### config.mk
export PLATFORM = sky130hd
export DESIGN_NAME = spi_host_ctrl
export DESIGN_NICKNAME = d
export VERILOG_FILES = /design/src/rtl/spih_pkg.sv /design/src/rtl/spih_clkdiv.sv /design/src/rtl/spih_engine.sv /design/src/rtl/spi_host_ctrl.sv
export SDC_FILE = /design/constraint.sdc
export NUM_CORES = 1
export LEC_CHECK = 0
export BUFFER_PORTS_ARGS = -buffer_cell sky130_fd_sc_hd__buf_2
export CAP_MARGIN = 20
export CORE_ASPECT_RATIO = 1.5
export CORE_MARGIN = 4
export CORE_UTILIZATION = 54
export DETAILED_ROUTE_END_ITERATION = 7
export GPL_TIMING_DRIVEN = 0
export PLACE_DENSITY = 0.77
export SYNTH_ARGS = -nofsm -noshare
export SYNTH_HDL_FRONTEND = slang
export SYNTH_SLANG_ARGS = --single-unit
export TNS_END_PERCENT = 1
### constraint.sdc
create_clock -name clk -period 3.95 [get_ports clk]
set_input_delay 0.1975 -clock clk [delete_from_list [all_inputs] [get_ports clk]]
set_output_delay 0.1975 -clock clk [all_outputs]
set_load 0.01 [all_outputs]
### src/rtl/spih_pkg.sv
package spih_pkg;
  localparam int REG_AW  = 5;
  localparam int DATA_W  = 32;
  localparam int PER_W   = 11;
  localparam logic [REG_AW-1:0] OFS_CTRL  = 5'h00;
  localparam logic [REG_AW-1:0] OFS_CFG   = 5'h04;
  localparam logic [REG_AW-1:0] OFS_TX    = 5'h08;
  localparam logic [REG_AW-1:0] OFS_RX    = 5'h0C;
  localparam logic [REG_AW-1:0] OFS_CAUSE = 5'h10;
  localparam logic [REG_AW-1:0] OFS_TIME  = 5'h18;
  localparam int CFG_W      = 13;
  localparam int CFG_WIDE   = 5;
  localparam int CFG_CPOL   = 11;
  localparam int CFG_CPHA   = 12;
endpackage

### src/rtl/spih_clkdiv.sv
module spih_clkdiv #(
  parameter int DIV_MODE = 1,
  parameter int PER_W    = 11
) (
  input  logic [7:0]       code,
  output logic [PER_W-1:0] period
);
  generate
    if (DIV_MODE == 0) begin : g_even
      logic [3:0] n_cl;
      logic       unused_code;
      assign unused_code = ^code[7:4];
      always_comb begin
        n_cl   = (code[3:0] < 4'd2) ? 4'd2 : code[3:0];
        period = PER_W'({n_cl, 1'b0});
      end
    end else begin : g_split
      logic [3:0]       lin;
      logic [2:0]       expo;
      logic [PER_W-1:0] raw;
      logic             unused_code;
      assign unused_code = code[5];
      always_comb begin
        lin    = (code[3:0] == 4'd0) ? 4'd1 : code[3:0];
        expo   = {code[7:6], code[4]};
        raw    = PER_W'(lin) << expo;
        period = (raw < PER_W'(2)) ? PER_W'(2) : raw;
      end
    end
  endgenerate
endmodule

### src/rtl/spih_engine.sv
module spih_engine #(
  parameter int NUM_CS  = 8,
  parameter int CS_W    = 3,
  parameter int FRAME_W = 16,
  parameter int PER_W   = 11
) (
  input  logic               clk,
  input  logic               rst,
  input  logic               start,
  input  logic [FRAME_W-1:0] tx_word,
  input  logic [CS_W-1:0]    cs_idx,
  input  logic [PER_W-1:0]   period,
  input  logic               cpol,
  input  logic               cpha,
  input  logic               wide,
  input  logic               miso,
  output logic               busy,
  output logic               sclk,
  output logic               mosi,
  output logic [NUM_CS-1:0]  cs_n,
  output logic               done,
  output logic [FRAME_W-1:0] rx_word
);
  localparam int HALF_W = FRAME_W / 2;
  localparam int EDGE_W = $clog2(2 * FRAME_W + 1);

  logic               busy_q, sclk_q, done_q;
  logic [NUM_CS-1:0]  cs_q;
  logic [FRAME_W-1:0] tx_sr, rx_sr, rx_nxt, rx_word_q;
  logic [EDGE_W-1:0]  edge_q, edge_nxt, last_edge;
  logic [PER_W-1:0]   per_q, cnt_q, lead_len, trail_len, cur_len;
  logic               cpol_q, cpha_q, wide_q;
  logic               at_edge, lead_edge, do_sample, do_shift;

  assign lead_len  = per_q - (per_q >> 1);
  assign trail_len = per_q >> 1;
  assign cur_len   = edge_q[0] ? trail_len : lead_len;
  assign at_edge   = busy_q && (cnt_q == cur_len - 1'b1);
  assign edge_nxt  = edge_q + 1'b1;
  assign lead_edge = edge_nxt[0];
  assign do_sample = cpha_q ? !lead_edge : lead_edge;
  assign do_shift  = cpha_q ? (lead_edge && edge_nxt != EDGE_W'(1)) : !lead_edge;
  assign last_edge = wide_q ? EDGE_W'(2 * FRAME_W) : EDGE_W'(FRAME_W);
  assign rx_nxt    = do_sample ? {rx_sr[FRAME_W-2:0], miso} : rx_sr;

  always_ff @(posedge clk) begin
    if (rst) begin
      busy_q    <= 1'b0;
      sclk_q    <= 1'b0;
      cs_q      <= '1;
      tx_sr     <= '0;
      rx_sr     <= '0;
      rx_word_q <= '0;
      edge_q    <= '0;
      cnt_q     <= '0;
      per_q     <= PER_W'(2);
      cpol_q    <= 1'b0;
      cpha_q    <= 1'b0;
      wide_q    <= 1'b0;
      done_q    <= 1'b0;
    end else begin
      done_q <= 1'b0;
      if (!busy_q) begin
        sclk_q <= cpol;
        if (start) begin
          busy_q <= 1'b1;
          cs_q   <= ~(NUM_CS'(1) << cs_idx);
          tx_sr  <= wide ? tx_word : {tx_word[HALF_W-1:0], HALF_W'(0)};
          rx_sr  <= '0;
          edge_q <= '0;
          cnt_q  <= '0;
          per_q  <= period;
          cpol_q <= cpol;
          cpha_q <= cpha;
          wide_q <= wide;
        end
      end else if (at_edge) begin
        cnt_q  <= '0;
        sclk_q <= ~sclk_q;
        edge_q <= edge_nxt;
        rx_sr  <= rx_nxt;
        if (do_shift) tx_sr <= {tx_sr[FRAME_W-2:0], 1'b0};
        if (edge_nxt == last_edge) begin
          busy_q    <= 1'b0;
          cs_q      <= '1;
          done_q    <= 1'b1;
          rx_word_q <= wide_q ? rx_nxt : {HALF_W'(0), rx_nxt[HALF_W-1:0]};
        end
      end else begin
        cnt_q <= cnt_q + 1'b1;
      end
    end
  end

  assign busy    = busy_q;
  assign sclk    = sclk_q;
  assign mosi    = tx_sr[FRAME_W-1];
  assign cs_n    = cs_q;
  assign done    = done_q;
  assign rx_word = rx_word_q;

  a_r2_one_select: assert property (@(posedge clk) disable iff (rst)
    $onehot0(~cs_q));
  a_r2_idle_release: assert property (@(posedge clk) disable iff (rst)
    !busy_q |-> (cs_q == '1));
  a_r5_end_level: assert property (@(posedge clk) disable iff (rst)
    done_q |-> (sclk_q == cpol_q));
  a_r8_busy_cause: assert property (@(posedge clk) disable iff (rst)
    $rose(busy_q) |-> $past(start));
endmodule

### src/rtl/spi_host_ctrl.sv
module spi_host_ctrl
  import spih_pkg::*;
#(
  parameter int DIV_MODE = 1,
  parameter int NUM_CS   = 8,
  parameter int FRAME_W  = 16
) (
  input  logic              clk,
  input  logic              rst,
  input  logic [4:0]        bus_addr,
  input  logic              bus_wr,
  input  logic [31:0]       bus_wdata,
  input  logic              bus_rd,
  output logic [31:0]       bus_rdata,
  output logic              sclk,
  output logic              mosi,
  input  logic              miso,
  output logic [NUM_CS-1:0] cs_n,
  output logic              irq
);
  localparam int CS_W = (NUM_CS > 1) ? $clog2(NUM_CS) : 1;
  localparam logic [CFG_W-1:0] CFG_MASK = (DIV_MODE == 0) ? 13'h183F : 13'h18FF;

  logic [CS_W-1:0]    cs_idx_q;
  logic [CFG_W-1:0]   cfg_q;
  logic [FRAME_W-1:0] tx_q, rx_q, eng_rx;
  logic [1:0]         smpl_q;
  logic               cause_q;
  logic [DATA_W-1:0]  rdata_q, rd_mux;
  logic [PER_W-1:0]   period;
  logic               eng_busy, eng_done, start;
  logic               wr_ctrl, wr_cfg, wr_tx, wr_cause, wr_time;
  logic               unused_wdata;

  assign unused_wdata = ^bus_wdata[31:CFG_W];
  assign wr_ctrl  = bus_wr && (bus_addr == OFS_CTRL);
  assign wr_cfg   = bus_wr && (bus_addr == OFS_CFG);
  assign wr_tx    = bus_wr && (bus_addr == OFS_TX);
  assign wr_cause = bus_wr && (bus_addr == OFS_CAUSE);
  assign wr_time  = bus_wr && (bus_addr == OFS_TIME);
  assign start    = wr_tx && !eng_busy;

  spih_clkdiv #(.DIV_MODE(DIV_MODE), .PER_W(PER_W)) u_clkdiv (
    .code   (cfg_q[7:0]),
    .period (period)
  );

  spih_engine #(.NUM_CS(NUM_CS), .CS_W(CS_W), .FRAME_W(FRAME_W), .PER_W(PER_W)) u_engine (
    .clk     (clk),
    .rst     (rst),
    .start   (start),
    .tx_word (bus_wdata[FRAME_W-1:0]),
    .cs_idx  (cs_idx_q),
    .period  (period),
    .cpol    (cfg_q[CFG_CPOL]),
    .cpha    (cfg_q[CFG_CPHA]),
    .wide    (cfg_q[CFG_WIDE]),
    .miso    (miso),
    .busy    (eng_busy),
    .sclk    (sclk),
    .mosi    (mosi),
    .cs_n    (cs_n),
    .done    (eng_done),
    .rx_word (eng_rx)
  );

  always_comb begin
    rd_mux = '0;
    case (bus_addr)
      OFS_CTRL: begin
        rd_mux[2 +: CS_W] = cs_idx_q;
        rd_mux[1]         = eng_busy;
      end
      OFS_CFG:   rd_mux[CFG_W-1:0]   = cfg_q;
      OFS_TX:    rd_mux[FRAME_W-1:0] = tx_q;
      OFS_RX:    rd_mux[FRAME_W-1:0] = rx_q;
      OFS_CAUSE: rd_mux[0]           = cause_q;
      OFS_TIME:  rd_mux[7:6]         = smpl_q;
      default:   rd_mux = '0;
    endcase
  end

  always_ff @(posedge clk) begin
    if (rst) begin
      cs_idx_q <= '0;
      cfg_q    <= '0;
      tx_q     <= '0;
      rx_q     <= '0;
      smpl_q   <= '0;
      cause_q  <= 1'b0;
      rdata_q  <= '0;
    end else begin
      if (wr_ctrl) cs_idx_q <= bus_wdata[2 +: CS_W];
      if (wr_cfg)  cfg_q    <= bus_wdata[CFG_W-1:0] & CFG_MASK;
      if (start)   tx_q     <= bus_wdata[FRAME_W-1:0];
      if (wr_time) smpl_q   <= bus_wdata[7:6];
      if (eng_done) rx_q    <= eng_rx;
      if (eng_done) cause_q <= 1'b1;
      else if (wr_cause && bus_wdata[0]) cause_q <= 1'b0;
      if (bus_rd) rdata_q <= rd_mux;
    end
  end

  assign bus_rdata = rdata_q;
  assign irq       = cause_q;

  a_r10_tx_hold: assert property (@(posedge clk) disable iff (rst)
    (wr_tx && eng_busy) |=> $stable(tx_q));
  a_r9_cause_source: assert property (@(posedge clk) disable iff (rst)
    $rose(cause_q) |-> $past(eng_done));
  a_r4_rx_hold: assert property (@(posedge clk) disable iff (rst)
    !$past(eng_done) |-> $stable(rx_q));
endmodule

==> results.ini, run 1 <==
[layout]
final_core_util = 0.637
area_growth_pct = 15.0
final_cell_area_um2 = 9650
n_fill_cell = 1327
drive_above_1_share = 0.131
diodes = 0
final_nets = 1197

[timing]
max_slew_margin = 0.478
worst_slack_ns = 0.0271
finalHoldViolCount = 0
timing.final.crit_share = 0.993
fin_worst_skew_ns = 0.0126
fin_crit_ns = 3.92
tns_ns = 0
final-setup-viol-count = 0
worst_pin_slew_ns = 0.783
fmax_ghz = 0.255
drv_slew = 0
rsz0062_at_grt = true

[routing]
routedWlPerCell_um = 18.1
viasPerCell = 6.10
drt_iter0_markers = 606
wl_um = 24400
drt_pre_antenna_iters = 7
vias = 8238
drc = 0
ant_nets = 0

[floorplanning]
initial_core_util = 0.554
io_pins = 85
row_count = 55
dieArea_um2 = 17600
die_width_um = 110
chipHeight_um = 161
coreArea_um2 = 15100

[setup_path]
cp_cell_sequence = inv_1 -> ha_1 -> buf_2 -> or3_1 -> a311o_1 -> or4b_4 -> a21oi_4 -> o2111ai_1 -> nand4b_1 -> buf_6 -> buf_2 -> o2111ai_1 -> o31ai_2
worstPathBufferInverterCount = 4
cpPeakStageDelay_ns = 0.52
cp.arrival_ns = 4.22
worstPathMaxFanout = 10
critical_path.slowest_cell = or4b_4
crit_type = reg -> reg
cp.required_ns = 4.25
start_kind = flip-flop
crit_family = simple AND/OR/NAND/NOR gates
crit_path_end_kind = flip-flop

[clocking]
cts_root_buffer = clkbuf_16
cts_max_level = 4
cts.sinks = 153
clk_latency_ns = 0.43
clkTransAtPathRegs_ns = 0.07
cts_tree = built
cts_buffers = 17
ctsLongestPathBuffers = 2

[global_route]
grt_max_degree = 17
track_usage = 0.280
grt_pass1_wl_um = 39200
grt_pass1_vias = 7891
grt_overflow = 0
antenna_found_initial = 0

[job]
max-cap-violations = 0

[logic_synthesis]
ys.flop_type = dfxtp_1
yosysWarnings = 0
synth-edff-count = 0
ys_seq_area_frac = 0.365
yosys.area.top_type = dfxtp_1
ys_ff_latch = 153
synth_area_um2 = 8390
async_flop_share = 0
synth_most_common_cell = nand2_1
synthDistinctLibCells = 77
avgSynthCellArea_um2 = 7.98
synth_commonest_cells = nand2_1 (155), dfxtp_1 (153), nor2_1 (103), a21oi_1 (84), mux2i_1 (64)
ys_top_cells_by_area = dfxtp_1 (37%), mux2i_1 (7.6%), nand2_1 (6.9%), a21oi_1 (5.0%), nor2_1 (4.6%)
syn_inst = 1051
yosys.area.top_type_share = 0.365

[placement]
place_congestion = 0.967
dpl.hpwl_um = 17700
placed_area_um2 = 8930
place_ws_ns = -0.270
port_buffers = 48

[pwr]
p_leak_nw = 3.75
power_density_nw_per_um2 = 401
ir_drop_v = 0.000253

[min_path]
hp-class = in -> reg

[run_status]
outcome = completed

## tightest hold or removal path, stage by stage
cell,delay (ns)
buf_2,0.13
nand2_1,0.06
a21oi_1,0.05
## path summary, 6_finish.rpt
kind	slack (ns)	cells after the start	startpoint	to
worst min register to register	0.46	2	tx_q[9]	tx_q[9]
worst max-delay path	0.03	13	u_engine.per_q[7]	u_engine.tx_sr[9]
worst max register to register	0.03	13	u_engine.per_q[7]	u_engine.tx_sr[9]
worst min-delay path	0.05	3	bus_wdata[5]	tx_q[5]
## registers in the layout (all words and copies together), names as in the netlist, 2 cells and up
| signal | cells |
|---|---|
| u_engine.per_q | 11 |
| u_engine.tx_sr | 16 |
| u_engine.edge_q | 6 |
| u_engine.cs_n | 8 |
| bus_rdata | 16 |
| cfg_q | 10 |
| rx_q | 16 |
| tx_q | 16 |
| u_engine.rx_sr | 16 |
| u_engine.rx_word | 16 |
| cs_idx_q | 3 |
| u_engine.cnt_q | 11 |
| smpl_q | 2 |
## power by group
part           switching, W  internal, W
clock              0.000697     0.000882
sequential        0.0000117      0.00156
combinational      0.000482     0.000238
## cells by family after synthesis
family | after synthesis | synth area share
buf+inv | 120 | 0.0656
simple gates | 405 | 0.225
other cells | 1 | 0.000447
mux | 69 | 0.0831
compound gates | 266 | 0.212
flops | 153 | 0.365
xor+xnor | 21 | 0.0237
fa+ha+maj | 16 | 0.0248
## stage by stage
step / total power (W) / std cells / hold WS (ns)
2_1_floorplan: 0.00207 / 1066 / 0.333
3_3_place_gp: 0.00224 / 1313 / 0.441
3_5_place_dp: 0.00225 / 1313 / 0.451
4_1_cts: 0.00383 / 1347 / 0.0473
5_1_grt: 0.00402 / 1350 / 0.0644
6_report: 0.00387 / 1350 / 0.0540
## area by class of cell
class / count / area [um^2] / area share
buffer: 99 / 482 / 0.0499
clock buffer: 18 / 429 / 0.0445
clock inverter: 13 / 134 / 0.0139
inverter: 20 / 75.1 / 0.00778
multi-input combinational: 793 / 4920 / 0.510
sequential: 153 / 3060 / 0.318
tap: 199 / 249 / 0.0258
timing repair buffer: 55 / 293 / 0.0304
## per-layer routing
layer,part of all wire,vias up,GRT usage
met5,0,-,0
met4,0.042,0,0.132
met3,0.054,69,0.0487
met2,0.51,298,0.479
met1,0.39,3940,0.334
li1,-,3931,-
## timing repair
action,CTS,global route
buffers inserted,3,4
pin swaps,2,3
hold buffers,0,0
resized for setup,12,16
endpoints found under the setup margin,76,76
## placed cells by master (no fill, tap or decap), types with 4 or more instances in the layout
master | Yosys | layout
o21a_1 | 6 | 6
nor4_1 | 12 | 10
or3_1 | 6 | 6
clkbuf_16 | 0 | 17
xor2_1 | 12 | 12
inv_1 | 20 | 20
nor2b_1 | 8 | 8
a31o_2 | 6 | 6
nor2_1 | 103 | 102
nand3_1 | 31 | 31
ha_1 | 15 | 15
a22oi_1 | 20 | 20
nor3b_1 | 6 | 6
conb_1 | 1 | 16
xnor2_1 | 8 | 8
o211ai_1 | 19 | 19
nand4_1 | 18 | 18
o31ai_1 | 15 | 13
a21o_1 | 11 | 11
a22o_1 | 4 | 4
mux2i_1 | 64 | 64
nor4b_1 | 5 | 5
o21ai_0 | 31 | 29
and3_1 | 18 | 18
nor3_1 | 20 | 18
inv_6 | 0 | 5
a211oi_1 | 25 | 24
buf_1 | 10 | 9
clkbuf_1 | 61 | 60
buf_4 | 18 | 26
dfxtp_1 | 153 | 153
nand2_1 | 155 | 155
a21oi_1 | 84 | 82
mux2_2 | 5 | 5
buf_2 | 7 | 54
o2111ai_1 | 10 | 10
(Power assumes the default switching activity.)
==> run 2, diff against run 1 <==
- SKIP_CTS_REPAIR_TIMING: not set -> 1
- SYNTH_HIERARCHICAL: not set -> 1
==> results.ini, run 2 <==
[run_status]
outcome = finished with violations
violations = design-rule violations

[timing]
finalHoldViolCount = 0
fmax_ghz = 0.255
max_slew_margin = 0.519
drv_slew = 0
worst_slack_ns = 0.0288
timing.final.crit_share = 0.993
final-setup-viol-count = 0
worst_pin_slew_ns = 0.722
fin_crit_ns = 3.92
rsz0062_at_grt = true
fin_worst_skew_ns = 0.0162

[clocking]
cts_root_buffer = clkbuf_16
cts.sinks = 153
cts_buffers = 17
cts_max_level = 4
ctsLongestPathBuffers = 2
clkTransAtPathRegs_ns = 0.06
clk_latency_ns = 0.43
cts_tree = built

[setup_path]
cp_cell_sequence = inv_1 -> ha_1 -> fa_2 -> nand2b_4 -> a21o_1 -> a221o_1 -> a21oi_4 -> nand3_2 -> or3b_4 -> a311oi_4 -> buf_6 -> o2111ai_4 -> clkbuf_2 -> o21ai_0 -> a21oi_2
cp.arrival_ns = 4.22
cp.required_ns = 4.25
worstPathMaxFanout = 10
critical_path.slowest_cell = or3b_4
cpPeakStageDelay_ns = 0.42
crit_path_end_kind = flip-flop
crit_type = reg -> reg
start_kind = flip-flop

[logic_synthesis]
ys_ff_latch = 153
avgSynthCellArea_um2 = 8.52
synthDistinctLibCells = 77
ys_seq_area_frac = 0.360
synth_commonest_cells = dfxtp_1 (153), nand2_1 (96), nor2_1 (92), mux2i_1 (73), a21oi_1 (67)
yosys.area.top_type_share = 0.360
async_flop_share = 0
yosys.area.top_type = dfxtp_1
yosysWarnings = 6
synth_area_um2 = 8500
syn_inst = 998
synth-edff-count = 0
ys.flop_type = dfxtp_1
ys_top_cells_by_area = dfxtp_1 (36%), mux2i_1 (8.6%), nand2_1 (4.2%), nor2_1 (4.1%), a21oi_1 (3.9%)
synth_most_common_cell = dfxtp_1

[pwr]
p_leak_nw = 3.75
ir_drop_v = 0.000294
power_density_nw_per_um2 = 353

[layout]
drive_above_1_share = 0.187
diodes = 0
area_growth_pct = 18.1
final_common_cell = dfxtp_1
final_nets = 1155
final_core_util = 0.657
final_cell_mix = dfxtp_1 (150), nand2_1 (95), nor2_1 (90), mux2i_1 (73), a21oi_1 (63)

[global_route]
grt_pass1_vias = 7680
busiest_layer = met2
grt_pass1_wl_um = 38100
use_met1 = 0.284
use_met2 = 0.481
grt_overflow = 0
antenna_found_initial = 0
track_usage = 0.260
met3_usage = 0.0371
grt_max_degree = 17

[routing]
vias = 7984
drc = 1
ant_nets = 0
drt_pre_antenna_iters = 7
drt_iter0_markers = 635
wl_um = 24200
viasPerCell = 6.09
routedWlPerCell_um = 18.5

[floorplanning]
die_width_um = 110
dieArea_um2 = 17800
row_count = 55
chipHeight_um = 162
coreArea_um2 = 15300
io_pins = 85
initial_core_util = 0.556

[job]
max-cap-violations = 0

[placement]
place_congestion = 0.921
port_buffers = 52
place_ws_ns = -0.403
dpl.hpwl_um = 17200

[min_path]
hp-class = in -> reg

==> run 2: cell count changes in the layout (fill, tap and decap cells not counted), sizes merged, moves of 12 or more <==
cell	previous run	this run
nand2b	4	25
a211oi	26	4
a21oi	85	68
nor2	104	92
nor2b	8	23
nor3	20	7
nand2	156	96
mux2	5	24
o21ai	32	54
==> run 2: worst paths after layout <==
kind	from	to	slack, ns	depth (start not counted)
worst max-delay path	u_engine/per_q[0]	u_engine/rx_word[13]	0.03	15
worst min-delay path	bus_wdata[13]	tx_q[13]	0.03	3
worst max register to register	u_engine/per_q[0]	u_engine/rx_word[13]	0.03	15
worst min register to register	smpl_q[1]	smpl_q[1]	0.46	2
==> run 2: kinds of logic after synthesis <==
family                   count (synthesis)  share of synthesized area
multiplexers                           102                      0.130
flip-flops                             153                      0.360
buffers and inverters                  115                     0.0654
AND/OR/NAND/NOR                        353                      0.210
other                                    1                   0.000441
XOR/XNOR                                24                     0.0247
adder cells (fa/ha/maj)                 15                     0.0230
AO/OA/AOI/OAI                          235                      0.186
==> run 2: layout make-up <==
type	count	area [um^2]
Clock inverter	12	166
Sequential cell	153	3070
Multi-Input combinational cell	745	5150
Tap cell	199	249
Buffer	88	467
Fill cell	1320	5250
Timing Repair Buffer	66	369
Clock buffer	20	457
Inverter	27	106
==> run 2: where the power goes <==
group / leakage, nW / internal (W) / switching (W) / total (W)
logic: 2.22 / 0.0000953 / 0.000179 / 0.000274
registers: 1.23 / 0.00155 / 0.00000376 / 0.00155
clock network: 0.297 / 0.00104 / 0.000680 / 0.00172
total: 3.75 / 0.00268 / 0.000862 / 0.00354
==> run 2: worst max-delay path: cells and delay by family (launching register included) <==
family / cells / cell delay (ns)
AO/OA/AOI/OAI: 7 / 1.63
flip-flops: 1 / 0.33
AND/OR/NAND/NOR: 3 / 0.72
buffers and inverters: 3 / 0.52
adder cells (fa/ha/maj): 2 / 0.57
==> run 2: routing by layer <==
layer / share of wire / vias up
met2: 0.52 / 302
met3: 0.054 / 100
li1: - / 3759
met5: 0 / -
met1: 0.37 / 3823
met4: 0.055 / 0
==> run 2: per-stage QoR <==
step           cell area (um^2)  TNS (ns)  cells  hold slack (ns)  total power (W)
6_report                  10000         0   1310           0.0307          0.00354
5_1_grt                   10000     -1.69   1310           0.0610          0.00364
4_1_cts                    9700    -12.61   1297           0.0283          0.00351
3_5_place_dp               9070    -10.56   1265            0.443          0.00182
3_3_place_gp               9060     -8.16   1264            0.438          0.00182
2_1_floorplan              8550         0   1013            0.340          0.00174
